==> config.mk <==
export PLATFORM = sky130hd
export DESIGN_NAME = fetch_stage
export DESIGN_NICKNAME = d
export VERILOG_FILES = /design/src/rtl/fetch_pkg.sv /design/src/rtl/fetch_pc_unit.sv /design/src/rtl/fetch_imem.sv /design/src/rtl/fetch_ifid_reg.sv /design/src/rtl/fetch_stage.sv
export SDC_FILE = /design/constraint.sdc
export NUM_CORES = 2
export LEC_CHECK = 0
export ABC_CLOCK_PERIOD_IN_PS = 8400
export BUFFER_PORTS_ARGS = -buffer_cell sky130_fd_sc_hd__clkbuf_2
export CAP_MARGIN = 10
export CELL_PAD_IN_SITES_DETAIL_PLACEMENT = 1
export CELL_PAD_IN_SITES_GLOBAL_PLACEMENT = 2
export CORE_AREA = 2 2 542 544
export CTS_CLUSTER_DIAMETER = 30
export DETAILED_ROUTE_END_ITERATION = 8
export DIE_AREA = 0 0 544 546
export GPL_TIMING_DRIVEN = 0
export PLACE_DENSITY = 0.89
export SYNTH_ARGS = -nofsm -noshare
export SYNTH_HDL_FRONTEND = slang
export SYNTH_SLANG_ARGS = --single-unit
==> constraint.sdc <==
create_clock -name clk -period 8.4 [get_ports clk]
set_input_delay 0.84 -clock clk [delete_from_list [all_inputs] [get_ports clk]]
set_output_delay 0.84 -clock clk [all_outputs]
set_load 0.1 [all_outputs]
==> src/rtl/fetch_pkg.sv <==
package fetch_pkg;
    parameter int XLEN       = 32;
    parameter int IMEM_WORDS = 128;
    localparam int IDX_W     = $clog2(IMEM_WORDS);

    typedef logic [XLEN-1:0]  word_t;
    typedef logic [IDX_W-1:0] idx_t;

    typedef struct packed {
        word_t instr;
        word_t npc;
    } ifid_t;

    function automatic idx_t word_index(input word_t pc);
        return pc[IDX_W-1:0];
    endfunction
endpackage

==> src/rtl/fetch_pc_unit.sv <==
module fetch_pc_unit
    import fetch_pkg::*;
(
    input  logic  clk,
    input  logic  rst,
    input  logic  pc_sel,
    input  word_t br_target,
    output word_t pc_q,
    output word_t pc_inc
);
    word_t pc_next;

    assign pc_inc  = pc_q + word_t'(1);
    assign pc_next = pc_sel ? br_target : pc_inc;

    always_ff @(posedge clk) begin
        if (rst) pc_q <= '0;
        else     pc_q <= pc_next;
    end
endmodule

==> src/rtl/fetch_imem.sv <==
module fetch_imem
    import fetch_pkg::*;
(
    input  logic  clk,
    input  logic  we,
    input  idx_t  waddr,
    input  word_t wdata,
    input  idx_t  raddr,
    output word_t rdata
);
    word_t store [IMEM_WORDS];

    always_ff @(posedge clk) begin
        if (we) store[waddr] <= wdata;
    end

    assign rdata = store[raddr];
endmodule

==> src/rtl/fetch_ifid_reg.sv <==
module fetch_ifid_reg
    import fetch_pkg::*;
(
    input  logic  clk,
    input  logic  rst,
    input  ifid_t d,
    output ifid_t q
);
    always_ff @(posedge clk) begin
        if (rst) q <= '0;
        else     q <= d;
    end
endmodule

==> src/rtl/fetch_stage.sv <==
module fetch_stage
    import fetch_pkg::*;
(
    input  logic                 clk,
    input  logic                 rst,
    input  logic                 ld_we,
    input  logic [IDX_W-1:0]     ld_addr,
    input  logic [XLEN-1:0]      ld_data,
    input  logic                 pc_sel,
    input  logic [XLEN-1:0]      br_target,
    output logic [XLEN-1:0]      ifid_instr,
    output logic [XLEN-1:0]      ifid_npc
);
    word_t pc_q;
    word_t pc_inc;
    word_t fetched;
    ifid_t stage_d;
    ifid_t stage_q;

    fetch_pc_unit u_pc (
        .clk       (clk),
        .rst       (rst),
        .pc_sel    (pc_sel),
        .br_target (br_target),
        .pc_q      (pc_q),
        .pc_inc    (pc_inc)
    );

    fetch_imem u_imem (
        .clk   (clk),
        .we    (ld_we),
        .waddr (ld_addr),
        .wdata (ld_data),
        .raddr (word_index(pc_q)),
        .rdata (fetched)
    );

    assign stage_d.instr = fetched;
    assign stage_d.npc   = pc_inc;

    fetch_ifid_reg u_ifid (
        .clk (clk),
        .rst (rst),
        .d   (stage_d),
        .q   (stage_q)
    );

    assign ifid_instr = stage_q.instr;
    assign ifid_npc   = stage_q.npc;
endmodule

==> impl_metrics.csv, run 1 <==
group,metric,value,unit
run_status,outcome,"aborted with a tool error",
run_status,haltStage,"global routing (5_1_grt)",
run_status,firstError,"[ERROR GRT-0228] Horizontal edge usage exceeds the maximum allowed. (12, 68) usage=65535 limit=3200",
synth,ys_seq_area_share,78.34,%
synth,syn_nets,7405,
synth,synth.largest_area_cell,"edfxtp_1",
place,dp_cells,11708,
die,std_cell_rows,199,
die,ioPinCount,139,
place,dp_hpwl,434.5,mm
die,start_util,54.59,%
cts,cts_buffers,639,
synth,synth_cells,7329,
cts,clockRootBuffer,"clkbuf_16",
cts,post_cts_resized,0,
cts,post_cts_buffers,0,
cts,numClockSinks,4192,
grt,antenna_found_initial,177,
place,place_congestion,0.9749,
synth,synth_area_leaders,"edfxtp_1 77%, mux4_2 12%, mux2i_1 2.7%",
synth,ys_ff_latch,4192,
cts,clk_path_buf_depth,4,
synth,syn_area_per_cell,21.76,um2
cts,htreeDepth,6,
sta,worst_endpoint_kind,"sequential cell input",
grt,grt_max_degree,129,
synth,synth_flop_cell,"edfxtp_1",
place,port_buffers,133,
place,dpl_cell_area,172800,um2
synth,synth_edf_count,4096,
synth,synth_top_cell_area_share,77.14,%
cts,cts_hold_buf,0,
synth,netlist_area,159500,um2
synth,yosysWarnings,0,
sta,worstEndpointGrtRepair,"u_ifid.q[49]$_SDFF_PP0_/D",
synth,synthDistinctLibCells,55,
die,die_w,544,um
synth,async_flop_share,0,%
die,chipHeight,546,um
Yosys cell counts (3+ instances only):
cell type,number
a211o_1,3
a211oi_1,109
a21oi_1,177
a221oi_1,11
a22o_1,27
a22oi_1,255
a311oi_1,14
a31oi_1,63
and2_1,3
and3_1,10
buf_1,20
buf_2,151
buf_4,60
buf_6,35
clkbuf_1,162
clkinv_1,3
dfxtp_1,96
edfxtp_1,4096
mux2_2,26
mux2i_1,434
mux4_2,840
nand2_1,80
nand2b_1,69
nand3_1,31
nand4_1,8
nor2_1,202
nor2b_1,19
nor3_1,61
o21ai_0,69
o221ai_1,99
o22ai_1,31
or2_2,4
xnor2_1,13
xor2_1,17
through the flow:
step	worst slack (ns)	utilization, %
after CTS	2.496	66.61
after global placement	-1.609	56.50
after floorplan	4.321	-
after detailed placement	2.716	59.15
kinds of logic after synthesis:
| kind of cell | share of synthesized area (%) |
|---|---|
| compound gates | 3.763 |
| mux | 14.77 |
| fa+ha+maj | 0.007846 |
| simple gates | 1.475 |
| buf+inv | 1.472 |
| flops | 78.34 |
| xor+xnor | 0.1648 |
==> run 2, diff against run 1 <==
--- a/config.mk
+++ b/config.mk
@@ -8,14 +8,11 @@
 export ABC_CLOCK_PERIOD_IN_PS = 8400
 export BUFFER_PORTS_ARGS = -buffer_cell sky130_fd_sc_hd__clkbuf_2
 export CAP_MARGIN = 10
-export CELL_PAD_IN_SITES_DETAIL_PLACEMENT = 1
-export CELL_PAD_IN_SITES_GLOBAL_PLACEMENT = 2
-export CORE_AREA = 2 2 542 544
-export CTS_CLUSTER_DIAMETER = 30
+export CORE_AREA = 2 2 635 637
 export DETAILED_ROUTE_END_ITERATION = 8
-export DIE_AREA = 0 0 544 546
+export DIE_AREA = 0 0 637 639
 export GPL_TIMING_DRIVEN = 0
-export PLACE_DENSITY = 0.89
+export PLACE_DENSITY_LB_ADDON = 0.15
 export SYNTH_ARGS = -nofsm -noshare
 export SYNTH_HDL_FRONTEND = slang
 export SYNTH_SLANG_ARGS = --single-unit
==> impl_metrics.csv, run 2 <==
group,metric,value,unit
run_status,outcome,"finished clean",
synth,synth_top_cell_area_share,77.14,%
cts,clockRootBuffer,"clkbuf_16",
sta,finalSetupViolations,0,
power,power,46.13,mW
sta,hold_viol_final,0,
detailed_routing,drt_iter0_drc,15660,
worst_setup_path,critPathLaunchType,"register",
cells_and_area,nFillCells,32643,
synth,synth_compound_area_share,3.763,%
cts,cts_tree,"built",
worst_setup_path,reg2regPathDepth,9,
cells_and_area,largestRegisters,"u_imem.store (4096), u_ifid.q (64), u_pc.pc_q (32)",
cts,numClockSinks,4192,
die,chipHeight,639,um
die,std_cell_rows,233,
cts,post_cts_buffers,0,
place,dp_hpwl,438.7,mm
synth,synthSimpleGateAreaFrac,1.475,%
worst_setup_path,slowest_stage,"clkbuf_1",
grt,grt_max_degree,121,
synth,ys_seq_area_share,78.34,%
synth,synth_edf_count,4096,
grt,overflow,0,
die,start_util,39.78,%
sta,skew,0.07753,ns
synth,ys_ff_latch,4192,
synth,synth_cells,7329,
die,die-area,407000,um2
synth,synth_area_leaders,"edfxtp_1 77%, mux4_2 12%, mux2i_1 2.7%",
worst_setup_path,critPathCapture,"u_ifid.q[52]",
synth,async_flop_share,0,%
cells_and_area,stdcell_area,189900,um2
power,switchingPower,11.13,mW
synth,synth_top_family_by_area,"multiplexers",
synth,syn_nets,7405,
synth,synth_xor_area_share,0.1648,%
worst_setup_path,path_cells,"buf_2 > and2_1 > clkbuf_1 > buf_2 > clkbuf_1 > a21oi_1 > a21oi_1 > a211oi_1 > nor3_1",
grt,grt_usage,30.18,%
worst_setup_path,worst-path-stages,9,
sta,relSlewSlack,0.8189,%
detailed_routing,ant_nets,0,
cells_and_area,layout.nets,8367,
worst_setup_path,cp-startpoint,"u_pc.pc_q[3]",
cells_and_area,utilization,47.39,%
detailed_routing,drt-total-wl,625.8,mm
detailed_routing,firstDrtPassIters,8,
worst_setup_path,cpPeakStageDelay,1.04,ns
power,power_frac_comb,8.3,%
run,maxCapViolCount,0,
detailed_routing,avgRoutedWirePerCell,44.65,um
worst_setup_path,worstPathArrival,6.88,ns
sta,max_freq,0.1644,GHz
worst_setup_path,cp_num_buf_inv,4,
worst_setup_path,path_max_fanout,10,
cts,cts_hold_buf,0,
power,p_int,35.00,mW
cells_and_area,final_cell_mix,"4,096 x edfxtp_1, 840 x mux4_2, 444 x clkbuf_16",
power,irDropWorstVdd,192.4,uV
grt,antenna_found_initial,72,
synth,yosys-top-cells-count,"4,096 x edfxtp_1, 840 x mux4_2, 434 x mux2i_1",
sta,worst_pin_slew,1.488,ns
synth,yosysWarnings,0,
cells_and_area,drive_gt1_share,27.99,%
die,die_w,637,um
sta,period_minus_slack,6.084,ns
worst_hold_path,worstHoldPathCells,3,
cts,clk_latency,1.01,ns
worst_setup_path,required,9.20,ns
synth,netlist_area,159500,um2
worst_setup_path,r2r-start,"u_pc.pc_q[3]",
power,power_density,242.9,nW/um2
sta,timing.final.crit_share,72.43,%
synth,synth-adder-area-share,0.007847,%
worst_setup_path,cp-end-kind,"register",
place,post-place-ws,2.746,ns
place,place_congestion,0.9294,
synth,syn_area_per_cell,21.76,um2
die,ioPinCount,139,
worst_hold_path,hp-class,"in -> reg",
grt,first_global_vias,84612,
synth,synth_most_common_cell,"edfxtp_1",
synth,synth_flop_cell,"edfxtp_1",
place,dpl_cell_area,175400,um2
cells_and_area,area_growth,19.12,%
detailed_routing,drc,0,
power,p_seq_share,50.1,%
power,power_leakage,58.62,nW
grt,grt_pass1_wl,807.3,mm
cells_and_area,final_common_cell,"edfxtp_1",
detailed_routing,viasPerCell,6.350,
cells_and_area,top_register,"u_imem.store",
worst_setup_path,reg2reg_slack,2.32,ns
place,port_buffers,133,
sta,grt_setup_unrepaired,"false",
sta,layout_setup_ws,2.316,ns
worst_setup_path,critical_path_class,"reg -> reg",
detailed_routing,vias,88990,
cts,clk_path_buf_depth,4,
synth,synth.largest_area_cell,"edfxtp_1",
cells_and_area,largest_register_ffs,4096,
cts,cts_buffers,441,
cts,clkSlewWorstSetupHoldPaths,0.06,ns
worst_setup_path,timing.rr.end,"u_ifid.q[52]",
cts,post_cts_resized,0,
power,p_sw_share,24.12,%
worst_setup_path,critPathTopFamily,"buffers and inverters",
sta,drv_slew,0,
die,core,400900,um2
cts,htreeDepth,5,
synth,synthMuxAreaShare,14.77,%
cells_and_area,seqCellArea,124900,um2
synth,synthDistinctLibCells,55,
power,clockPowerShare,41.7,%
cells_and_area,multi_input_area,33370,um2
run 2: cell counts after synthesis:
No cell type changed its count.
run 2: cell type report:
class | count | area share (%)
Timing Repair Buffer | 519 | 4.425
Buffer | 431 | 1.236
Inverter | 5 | 0.009881
Sequential cell | 4192 | 65.77
Clock inverter | 248 | 1.323
Antenna cell | 75 | 0.09881
Clock buffer | 557 | 6.088
Tap cell | 5287 | 3.483
Multi-Input combinational cell | 2701 | 17.57
run 2: stage by stage:
step           std cells  TNS, ns  hold WS, ns
2_1_floorplan       7329        0       0.4818
3_3_place_gp       12749  -272.16       0.5310
3_5_place_dp       13117        0       0.5371
4_1_cts            13922        0      0.04446
5_1_grt            13998        0      0.07714
6_report           14015        0      0.09731
run 2: power groups by stage:
stage	Clock [mW]	Sequential, mW	Combinational (mW)
floorplan	0	23.7	1.50
global placement	0	23.6	3.45
detailed placement	0	23.5	3.70
CTS	19.4	23.1	3.71
global route	20.1	23.1	3.83
finish	19.2	23.1	3.81
run 2: logic make-up (layout without fill, tap and decap cells):
logic type,count (synthesis),after routing
AOI/OAI and AO/OA,869,869
buffers and inverters,436,1760
DFF,4192,4192
muxes,1300,1300
xor gates and xnor gates,30,30
and+or+nand+nor,501,501
other,0,75
adders and majority gates,1,1
run 2: worst min path at each step:
| stage | start | end | slack (ns) |
|---|---|---|---|
| after CTS | br_target[26] | u_pc.pc_q[26] | 0.04 |
| after global placement | u_pc.pc_q[25] | u_ifid.q[25] | 0.53 |
| after floorplan | u_pc.pc_q[31] | u_ifid.q[31] | 0.48 |
| final | br_target[26] | u_pc.pc_q[26] | 0.1 |
| after global routing | br_target[26] | u_pc.pc_q[26] | 0.08 |
| after detailed placement | u_pc.pc_q[31] | u_ifid.q[31] | 0.54 |
run 2: worst reg2reg max path: stages (launching register included):
cell and delay (ns):
dfxtp_1 0.73, buf_2 0.54, and2_1 0.20, clkbuf_1 0.45, buf_2 0.73, clkbuf_1 1.07
a21oi_1 0.15, a21oi_1 0.61, a211oi_1 0.42, nor3_1 0.98
run 2: layer usage:
metal	GRT usage (%)	up-vias	wire length, um
met1	39.52	48255	229200
met2	46.26	6381	284000
met5	0	-	155
met4	16.66	26	40240
li1	-	33082	-
met3	7.669	1246	72230
(Power assumes the default switching activity.)
